**config.mk**
```make
export PLATFORM = sky130hd
export DESIGN_NAME = cpu_level_merge
export DESIGN_NICKNAME = d
export VERILOG_FILES = /design/src/rtl/irqc_pkg.sv /design/src/rtl/irqc_pend_reg.sv /design/src/rtl/irqc_level_form.sv /design/src/rtl/irqc_out_reg.sv /design/src/rtl/cpu_level_merge.sv
export SDC_FILE = /design/constraint.sdc
export NUM_CORES = 1
export LEC_CHECK = 0
export CAP_MARGIN = 10
export CELL_PAD_IN_SITES_DETAIL_PLACEMENT = 1
export CELL_PAD_IN_SITES_GLOBAL_PLACEMENT = 2
export CORE_ASPECT_RATIO = 0.6
export CORE_MARGIN = 2
export CORE_UTILIZATION = 18
export DETAILED_ROUTE_END_ITERATION = 10
export PLACE_DENSITY = 0.82
export SKIP_LAST_GASP = 1
export SYNTH_ARGS = -nofsm -noshare
export SYNTH_HDL_FRONTEND = slang
export SYNTH_SLANG_ARGS = --single-unit
```
**constraint.sdc**
```tcl
create_clock -name clk -period 0.83 [get_ports clk]
set_input_delay 0.1245 -clock clk [delete_from_list [all_inputs] [get_ports clk]]
set_output_delay 0.1245 -clock clk [all_outputs]
set_load 0.05 [all_outputs]
```
**src/rtl/irqc_pkg.sv**
```systemverilog
package irqc_pkg;
  typedef enum logic [1:0] {
    OFF_PEND = 2'd0,
    OFF_CLR  = 2'd1,
    OFF_SET  = 2'd2,
    OFF_RSVD = 2'd3
  } reg_off_e;
endpackage

```
**src/rtl/irqc_pend_reg.sv**
```systemverilog
module irqc_pend_reg #(
  parameter int LVL_N = 16
) (
  input  logic                   clk,
  input  logic                   rst_n,
  input  logic                   wr_en,
  input  irqc_pkg::reg_off_e     wr_off,
  input  logic [2*LVL_N-1:0]     wr_data,
  input  logic                   tmr_i,
  input  logic                   bcast_i,
  input  logic [LVL_N-1:0]       disp_i,
  output logic [2*LVL_N-1:0]     pend_q
);
  import irqc_pkg::*;
  localparam int DW      = 2 * LVL_N;
  localparam int SOFT_LO = LVL_N + 1;
  localparam int L15_B   = LVL_N - 1;
  localparam int TMR_B   = LVL_N - 2;
  localparam logic [DW-1:0] ONE       = {{(DW-1){1'b0}}, 1'b1};
  localparam logic [DW-1:0] SOFT_MASK = {{(DW-SOFT_LO){1'b1}}, {SOFT_LO{1'b0}}};
  localparam logic [DW-1:0] L15_MASK  = ONE << L15_B;
  localparam logic [DW-1:0] TMR_MASK  = ONE << TMR_B;
  localparam logic [DW-1:0] DISP_MASK = (ONE << TMR_B) - (ONE << 1);

  logic [DW-1:0] clr_sel, set_sel, pend_d;
  logic          l15_n, bcast_prev_q, pend_en;

  always_comb begin
    clr_sel = (wr_en && wr_off == OFF_CLR) ? (wr_data & (SOFT_MASK | L15_MASK)) : '0;
    set_sel = (wr_en && wr_off == OFF_SET) ? (wr_data & SOFT_MASK) : '0;
    l15_n   = pend_q[L15_B] & ~clr_sel[L15_B];
    if (bcast_i != bcast_prev_q) l15_n = bcast_i;
    pend_d  = ((pend_q & SOFT_MASK & ~clr_sel) | set_sel)
            | ({{(DW-LVL_N){1'b0}}, disp_i} & DISP_MASK)
            | ({DW{l15_n}} & L15_MASK)
            | ({DW{tmr_i}} & TMR_MASK);
    pend_en = (pend_d != pend_q);
  end

  always_ff @(posedge clk or negedge rst_n) begin
    if (!rst_n) begin
      pend_q       <= '0;
      bcast_prev_q <= 1'b0;
    end else begin
      if (pend_en) pend_q <= pend_d;
      bcast_prev_q <= bcast_i;
    end
  end

  assert_clear_soft_R2: assert property (@(posedge clk) disable iff (!rst_n)
    (wr_en && wr_off == OFF_CLR) |=> ((pend_q & SOFT_MASK & $past(wr_data)) == '0));
  assert_set_soft_R3: assert property (@(posedge clk) disable iff (!rst_n)
    (wr_en && wr_off == OFF_SET) |=>
      ((pend_q & $past(wr_data) & SOFT_MASK) == ($past(wr_data) & SOFT_MASK)));
  assert_timer_follow_R4: assert property (@(posedge clk) disable iff (!rst_n)
    $past(rst_n) |-> (pend_q[TMR_B] == $past(tmr_i)));
  assert_bcast_rise_R5: assert property (@(posedge clk) disable iff (!rst_n)
    (bcast_i && !bcast_prev_q) |=> pend_q[L15_B]);
  assert_disp_mirror_R6: assert property (@(posedge clk) disable iff (!rst_n)
    $past(rst_n) |-> ((pend_q & DISP_MASK) ==
                      ({{(DW-LVL_N){1'b0}}, $past(disp_i)} & DISP_MASK)));
endmodule

```
**src/rtl/irqc_level_form.sv**
```systemverilog
module irqc_level_form #(
  parameter int LVL_N = 16
) (
  input  logic                 clk,
  input  logic                 rst_n,
  input  logic [2*LVL_N-1:0]   pend_i,
  input  logic [LVL_N-1:0]     hard_i,
  input  logic                 gdis_i,
  output logic [LVL_N-1:0]     lvl_d
);
  localparam int L15_B = LVL_N - 1;
  localparam int TMR_B = LVL_N - 2;

  always_comb begin
    lvl_d = hard_i | pend_i[2*LVL_N-1:LVL_N];
    if (!gdis_i) begin
      lvl_d[L15_B] = lvl_d[L15_B] | pend_i[L15_B];
      lvl_d[TMR_B] = lvl_d[TMR_B] | pend_i[TMR_B];
    end
    lvl_d[0] = 1'b0;
  end

  assert_gdis_gate_R8: assert property (@(posedge clk) disable iff (!rst_n)
    (gdis_i && hard_i[L15_B:TMR_B] == 2'b00 && pend_i[2*LVL_N-1:2*LVL_N-2] == 2'b00)
      |-> (lvl_d[L15_B:TMR_B] == 2'b00));
endmodule

```
**src/rtl/irqc_out_reg.sv**
```systemverilog
module irqc_out_reg #(
  parameter int LVL_N = 16
) (
  input  logic               clk,
  input  logic               rst_n,
  input  logic [LVL_N-1:0]   lvl_d,
  output logic [LVL_N-1:0]   lvl_q
);
  assign lvl_q[0] = 1'b0;

  for (genvar g = 1; g < LVL_N; g++) begin : g_lvl
    logic q_r, q_en;
    assign q_en = (lvl_d[g] != q_r);
    always_ff @(posedge clk or negedge rst_n) begin
      if (!rst_n)    q_r <= 1'b0;
      else if (q_en) q_r <= lvl_d[g];
    end
    assign lvl_q[g] = q_r;
  end

  assert_out_follow_R7: assert property (@(posedge clk) disable iff (!rst_n)
    $past(rst_n) |-> (lvl_q[LVL_N-1:1] == $past(lvl_d[LVL_N-1:1])));
  assert_no_level0_R9: assert property (@(posedge clk) disable iff (!rst_n)
    (lvl_d[0] == 1'b0) && (lvl_q[0] == 1'b0));
endmodule

```
**src/rtl/cpu_level_merge.sv**
```systemverilog
module cpu_level_merge #(
  parameter int LVL_N = 16
) (
  input  logic                 clk,
  input  logic                 rst_n,
  input  logic [1:0]           reg_off,
  input  logic                 reg_wr,
  input  logic [2*LVL_N-1:0]   reg_wdata,
  output logic [2*LVL_N-1:0]   reg_rdata,
  input  logic [LVL_N-1:0]     hard_lvl,
  input  logic [LVL_N-1:0]     disp_lvl,
  input  logic                 tmr_in,
  input  logic                 bcast15,
  input  logic                 glob_dis,
  output logic [LVL_N-1:0]     lvl_out
);
  import irqc_pkg::*;
  localparam int DW = 2 * LVL_N;

  reg_off_e      off_e;
  logic [DW-1:0] pend_w;
  logic [LVL_N-1:0] lvl_next;

  assign off_e     = reg_off_e'(reg_off);
  assign reg_rdata = (off_e == OFF_PEND) ? pend_w : '0;

  irqc_pend_reg #(.LVL_N(LVL_N)) u_pend (
    .clk(clk), .rst_n(rst_n), .wr_en(reg_wr), .wr_off(off_e),
    .wr_data(reg_wdata), .tmr_i(tmr_in), .bcast_i(bcast15),
    .disp_i(disp_lvl), .pend_q(pend_w)
  );

  irqc_level_form #(.LVL_N(LVL_N)) u_form (
    .clk(clk), .rst_n(rst_n), .pend_i(pend_w), .hard_i(hard_lvl),
    .gdis_i(glob_dis), .lvl_d(lvl_next)
  );

  irqc_out_reg #(.LVL_N(LVL_N)) u_out (
    .clk(clk), .rst_n(rst_n), .lvl_d(lvl_next), .lvl_q(lvl_out)
  );

  assert_read_zero_R1: assert property (@(posedge clk) disable iff (!rst_n)
    (off_e != OFF_PEND) |-> (reg_rdata == '0));
endmodule

```
==> results.py, run 1 <==
metrics = {
    "detailed_routing": {
        "vias": 1727,
        "drtAntennaViolNets": 0,
        "drt-total-wl_mm": 7.05,
        "drc": 0,
        "dr.pass1.iters": 4,
        "initialDrtViolationCount": 31,
        "wl_per_cell_um": 15.9,
        "avgViaCountPerCell": 3.91,
    },
    "pwr": {
        "seqPwrFrac_pct": 35.2,
        "power_density_nw_per_um2": 1810,
        "ir_drop_uv": 939,
        "swShare_pct": 31.2,
        "p_int_uw": 5330,
        "p_switching_uw": 2420,
        "static-leakage-power_uw": 0.00183,
        "comb_power_share_pct": 39.0,
        "pwr-share-clk_pct": 25.8,
    },
    "floorplan": {
        "die_area_um2": 11800,
        "num_io_pins": 120,
        "die_width_um": 139,
        "core_area_um2": 10600,
        "start_util_pct": 18.5,
        "rows": 29,
        "dieHeight_um": 84.8,
    },
    "setup_path": {
        "crit_arrival_ps": 1070,
        "timing.rr.end": "u_out.g_lvl[3].q_r",
        "worstPathRequired_ps": 710,
        "ff2ff_setup_slack_ps": -150,
        "path_max_fanout": 2,
        "criticalPathCategory": "reg -> out",
        "cp_slowest_cell": "dfrtp_1",
        "slowest_delay_ps": 340,
        "rr_worst_depth": 3,
        "crit_start": "u_pend.pend_q[15]",
        "critPathCapture": "reg_rdata[15]",
        "crit_chain": "inv_2 -> nor3_4 -> buf_12",
        "reg2reg_from": "u_pend.pend_q[19]",
        "cp-start-kind": "flip-flop",
        "crit_path_end_kind": "output pin",
    },
    "grt": {
        "grt_use_total_pct": 12.5,
        "grt_pass1_wl_mm": 11.1,
        "grt_max_degree": 47,
        "grt-ovfl-total": 0,
        "antenna_found_initial": 0,
        "grt_pass1_vias": 1988,
    },
    "clocking": {
        "cts-root-buf": "clkbuf_16",
        "clk_pin_slew_ps": 70,
        "clockBufferDepth": 2,
        "cts_buffers": 5,
        "clock_sinks": 46,
        "htree_levels": 2,
        "clock_latency_ps": 290,
        "cts_tree": "done",
    },
    "cells_and_area": {
        "fin_nets": 374,
        "area_growth_pct": 118,
        "antennaDiodeCount": 0,
        "fill_cells": 1090,
        "finalNonFillerCells": 442,
        "layout-drive-gt1-share_pct": 54.8,
    },
    "sta": {
        "finalHoldWorstSlack_ps": 248,
        "finalClockSkew_ps": 3.93,
        "period_needed_ps": 1190,
        "rsz0062_at_grt": "yes",
        "fin_ws_ps": -360,
        "setup_tns_ps": -11440,
        "final_max_slew_viol_count": 0,
        "fmax_mhz": 840,
        "hold_violations": 0,
        "setup_violations": 65,
        "fin_crit_sh_pct": 143,
    },
    "logic_synthesis": {
        "syn_area_um2": 1960,
        "synth.avg_cell_area_um2": 10.4,
        "synthAdderAreaFrac_pct": 0,
        "synth_mux_area_share_pct": 0,
        "synth_xor_area_share_pct": 0,
        "synth_seq_area_share_pct": 58.7,
        "synth_top_family_by_area": "simple AND/OR/NAND/NOR gates",
        "ys_types": 20,
        "synthSimpleGateAreaFrac_pct": 18.1,
        "ys_ff_latch": 46,
        "synth_cells": 188,
        "yosysWarnings": 0,
        "synth_compound_area_share_pct": 10.8,
    },
    "place": {
        "placed_cells": 403,
        "hpwl_mm": 4.71,
        "place_ws_ps": -694,
        "numPortBuffers": 96,
        "place_congestion": 0.690,
    },
    "run_status": {
        "violations": "negative setup slack",
        "status": "finished with violations",
    },
    "job": {
        "cap_violations": 0,
    },
    "min_path": {
        "hp-class": "in -> reg",
    },
}
[power by group through the flow]
stage                     registers (µW)  logic (µW)  clock network, µW
final                               2730        3020               2000
after global routing                2760        3180               2220
after CTS                           2720        2770               2100
after detailed placement            2790        2300                  0
after global placement              2780        2250                  0
after floorplan                     2660        1270                  0
[layout make-up]
class / instances / area, µm² / area share, %
Clock inverter: 3 / 21.3 / 0.497
Clock buffer: 5 / 125 / 2.92
Tap cell: 139 / 174 / 4.06
Sequential cell: 46 / 1150 / 26.9
Multi-Input combinational cell: 100 / 778 / 18.2
Inverter: 4 / 17.5 / 0.409
Timing Repair Buffer: 145 / 2010 / 47.0
[metal layers]
| metal | GRT usage (%) | vias up | part of all wire (%) |
|---|---|---|---|
| met5 | 0 | - | 0 |
| li1 | - | 806 | - |
| met3 | 3.95 | 4 | 6.8 |
| met4 | 2.48 | 0 | 0.43 |
| met2 | 21.2 | 70 | 50 |
| met1 | 15.9 | 847 | 43 |
[cell families after synthesis]
group | after synthesis
other | 1
flip-flops | 46
buffers and inverters | 44
AO/OA/AOI/OAI | 34
AND/OR/NAND/NOR | 63
[through the flow]
| stage | utilization [%] | total power (µW) | area (µm²) |
|---|---|---|---|
| final | 40.4 | 7750 | 4280 |
| after global routing | 40.4 | 8160 | 4280 |
| after CTS | 38.7 | 7590 | 4100 |
| after detailed placement | 33.8 | 5090 | 3580 |
| after global placement | 33.8 | 5030 | 3580 |
| after floorplan | - | 3930 | 2110 |
[how the worst min path moves through the flow]
stage                        startpoint  slack [ps]  cells after the start                  end
after global placement            rst_n         130                      2   u_out.g_lvl[2].q_r
after detailed placement          rst_n         140                      2   u_out.g_lvl[2].q_r
after CTS                   disp_lvl[4]         260                      1     u_pend.pend_q[4]
final                     reg_wdata[29]         250                      4    u_pend.pend_q[29]
after global routing       disp_lvl[13]         260                      1    u_pend.pend_q[13]
after floorplan                   rst_n        -170                      0  u_out.g_lvl[10].q_r
[cell usage after synthesis, drive strengths merged]
master / n / area (µm²)
dfrtp: 46 / 1150
and2: 28 / 175
buf: 23 / 160
clkbuf: 17 / 65.1
o21ai: 17 / 85.1
nand2: 16 / 60.1
o31ai: 15 / 113
or2: 13 / 81.3
inv: 4 / 15.0
nor2: 3 / 18.8
nor3: 2 / 10.0
a21oi: 1 / 5.00
conb: 1 / 3.75
nand4b: 1 / 8.76
o2bb2ai: 1 / 8.76
[sequential cells by signal, indices dropped and copies added, names as in the netlist]
| name | count |
|---|---|
| u_pend.bcast_prev_q | 1 |
| u_pend.pend_q | 30 |
| u_out.g_lvl.q_r | 15 |
[critical path: cells and delay by family (launching register included)]
family	cells	cell delay [ps]
buffers and inverters	2	220
flip-flops	1	340
AND/OR/NAND/NOR	1	220
[layout by cell type, fill, tap and decap left out, types with 3 or more instances in the layout]
master | netlist | layout
buf_12 | 0 | 51
buf_8 | 0 | 3
nand2_2 | 0 | 3
o21ai_1 | 10 | 15
clkbuf_16 | 0 | 5
and2_4 | 0 | 28
buf_16 | 0 | 3
conb_1 | 1 | 3
o31ai_2 | 0 | 8
nand2_1 | 16 | 13
clkdlybuf4s50_1 | 0 | 44
o31ai_1 | 15 | 5
dfrtp_1 | 46 | 46
buf_6 | 0 | 21
or2_4 | 0 | 12
buf_4 | 18 | 17
[what timing repair did]
item	CTS	global route
gates resized for setup	47	43
setup buffers	22	9
hold buffers	1	0
gates cloned	4	0
endpoints found under the hold margin	46	0
endpoints found under the setup margin	67	74
pin swaps	32	18
Note: power is estimated with default switching activity, not from simulation.
==> run 2, diff against run 1 <==
Settings changed: ABC_AREA set to 1, CORE_UTILIZATION 18 to 19, HOLD_SLACK_MARGIN set to 0.15, PLACE_DENSITY 0.82 to 0.83.
==> run 2 against run 1 <==
Against the previous run: the flow still finishes with violations (negative setup slack); synthesized cell count grew 26%; critical endpoint is now reg_rdata[31]; sequential share of layout area down 0.14 points; first-iteration DRC count is 61% higher; combinational power is essentially flat; non-clock buffer count is 9 lower; sequential power hardly changed; power is 1.4% higher; worst setup slack gained 70 ps; largest cell class unchanged; cell count increased by 13%; critical path depth unchanged; worst hold slack better by 22 ps.
==> results.py, run 2 <==
metrics = {
    "setup_path": {
        "crit_start": "u_pend.pend_q[31]",
        "path_max_fanout": 2,
        "cp-start-kind": "flip-flop",
        "critPathCapture": "reg_rdata[31]",
        "timing.rr.end": "u_out.g_lvl[5].q_r",
        "ff2ff_setup_slack_ps": -240,
        "criticalPathCategory": "reg -> out",
        "crit_family": "flip-flops",
        "cp_slowest_cell": "dfrtp_1",
        "worst-path-stages": 3,
        "worstPathRequired_ps": 710,
        "rr_worst_depth": 3,
        "slowest_delay_ps": 380,
        "crit_buf_inv": 2,
        "crit_path_end_kind": "output pin",
        "reg2reg_from": "u_pend.pend_q[21]",
        "crit_chain": "inv_2 -> nor2_4 -> buf_12",
        "crit_arrival_ps": 1000,
    },
    "detailed_routing": {
        "drtAntennaViolNets": 0,
        "initialDrtViolationCount": 50,
        "drc": 0,
        "avgViaCountPerCell": 3.85,
        "drt-total-wl_mm": 7.36,
        "vias": 1919,
        "dr.pass1.iters": 4,
        "wl_per_cell_um": 14.8,
    },
    "logic_synthesis": {
        "ys_ff_latch": 46,
        "synth-edff-count": 0,
        "synth-main-ff-cell": "dfrtp_1",
        "ys_types": 17,
        "synth.most_common_cell": "dfrtp_1",
        "synth_area_leaders": "dfrtp_1 (52%), nand4_1 (8.8%), buf_4 (6.5%), nor2_2 (6.3%), nand2_1 (5.5%)",
        "ys_top_cells_by_count": "dfrtp_1 (46), nand2_1 (32), inv_1 (31), nand4_1 (31), nor2_2 (22)",
        "synth_cells": 237,
        "synth_seq_area_share_pct": 52.3,
        "syn_area_um2": 2200,
        "synthArstFlopShare_pct": 100,
        "yosysWarnings": 0,
        "yosysTopAreaCell": "dfrtp_1",
        "netlist.area_leader.share_pct": 52.3,
        "synth.avg_cell_area_um2": 9.29,
    },
    "floorplan": {
        "rows": 30,
        "die_area_um2": 12500,
        "die_width_um": 143,
        "start_util_pct": 19.5,
        "dieHeight_um": 87.4,
        "core_area_um2": 11300,
        "num_io_pins": 120,
    },
    "pwr": {
        "p_int_uw": 5250,
        "ir_drop_uv": 784,
        "seqPwrFrac_pct": 35.0,
        "swShare_pct": 33.1,
        "static-leakage-power_uw": 0.00185,
        "finalPower_uw": 7850,
        "comb_power_share_pct": 38.1,
        "power_density_nw_per_um2": 1830,
        "pwr-share-clk_pct": 26.8,
        "p_switching_uw": 2600,
    },
    "clocking": {
        "cts_buffers": 5,
        "clk_pin_slew_ps": 70,
        "cts-root-buf": "clkbuf_16",
        "clock_latency_ps": 290,
        "cts_tree": "done",
        "clock_sinks": 46,
        "htree_levels": 2,
        "clockBufferDepth": 2,
    },
    "cells_and_area": {
        "layout_commonest_cell": "buf_12",
        "layout-drive-gt1-share_pct": 51.9,
        "final_util_pct": 38.1,
        "fin_nets": 410,
        "area_growth_pct": 95.5,
        "antennaDiodeCount": 0,
        "final_cell_mix": "buf_12 (48), clkdlybuf4s50_1 (47), dfrtp_1 (46), nand4_1 (31)",
        "reg_top3": "u_pend.pend_q (30), u_out.g_lvl.q_r (15), u_pend.bcast_prev_q (1)",
        "regMostFlops": "u_pend.pend_q",
        "largest_reg_flops": 30,
        "design_area_um2": 4300,
    },
    "place": {
        "hpwl_mm": 5.05,
        "numPortBuffers": 96,
        "place_congestion": 0.613,
        "place_ws_ps": -627,
        "placedInstanceArea_um2": 3850,
    },
    "sta": {
        "fin_ws_ps": -290,
        "rsz0062_at_grt": "yes",
        "finalClockSkew_ps": 2.81,
        "fin_crit_sh_pct": 135,
        "hold_violations": 0,
        "fmax_mhz": 893,
        "finalHoldWorstSlack_ps": 270,
        "setup_violations": 61,
        "final_max_slew_viol_count": 0,
        "period_needed_ps": 1120,
    },
    "grt": {
        "grt_use_total_pct": 12.6,
        "grt_pass1_vias": 2139,
        "grt-ovfl-total": 0,
        "antenna_found_initial": 0,
        "grt_max_degree": 47,
        "grt_pass1_wl_mm": 11.6,
    },
    "min_path": {
        "min_path_cells": 1,
        "hp-class": "in -> reg",
    },
    "job": {
        "cap_violations": 0,
    },
    "run_status": {
        "status": "finished with violations",
        "violations": "negative setup slack",
    },
}
[run 2: metrics by stage]
stage,std cells,TNS (ps)
2_1_floorplan,239,-3030
3_3_place_gp,468,-26690
3_5_place_dp,468,-28020
4_1_cts,493,-11140
5_1_grt,499,-13210
6_report,499,-10640
[run 2: power by group through the flow]
| stage | Combinational (µW) | Sequential, µW | Clock (µW) |
|---|---|---|---|
| after floorplan | 1450 | 2650 | 0 |
| after global placement | 2480 | 2760 | 0 |
| after detailed placement | 2530 | 2770 | 0 |
| after CTS | 2840 | 2740 | 2210 |
| after global routing | 3170 | 2780 | 2340 |
| final | 3000 | 2750 | 2110 |
[run 2: timing repair]
action / CTS / global route
cloned: 3 / 0
setup endpoints to repair: 63 / 64
pin swaps: 30 / 7
gates resized for setup: 51 / 24
hold buffers: 1 / 0
buffers inserted: 14 / 8
endpoints found under the hold margin: 46 / 0
[run 2: cell families (layout without fill, tap and decap cells)]
group | count (synthesis) | count (layout) | share of synthesized area (%)
buf+inv | 77 | 177 | 20.1
flops | 46 | 46 | 52.3
compound gates | 3 | 3 | 0.682
simple gates | 110 | 110 | 26.7
other cells | 1 | 3 | 0.170
[run 2: final cells by class]
class / instances / area (µm²)
Clock inverter: 2 / 12.5
Multi-Input combinational cell: 116 / 822
Clock buffer: 6 / 139
Inverter: 33 / 139
Tap cell: 160 / 200
Fill cell: 1204 / 7000
Timing Repair Buffer: 136 / 1840
Sequential cell: 46 / 1150
[run 2: worst min path at each step]
stage	from	to	slack (ps)
2_1_floorplan	rst_n	u_out.g_lvl[10].q_r	-170
3_3_place_gp	rst_n	u_out.g_lvl[12].q_r	140
3_5_place_dp	rst_n	u_out.g_lvl[11].q_r	140
4_1_cts	disp_lvl[11]	u_pend.pend_q[11]	260
5_1_grt	disp_lvl[2]	u_pend.pend_q[2]	250
6_report	disp_lvl[9]	u_pend.pend_q[9]	270
[run 2: routing by layer]
layer	vias up	GRT usage, %	wire length [µm]
met3	7	3.63	431
met1	946	15.8	3230
li1	909	-	-
met2	57	21.5	3620
met5	-	0	0
met4	0	2.97	74
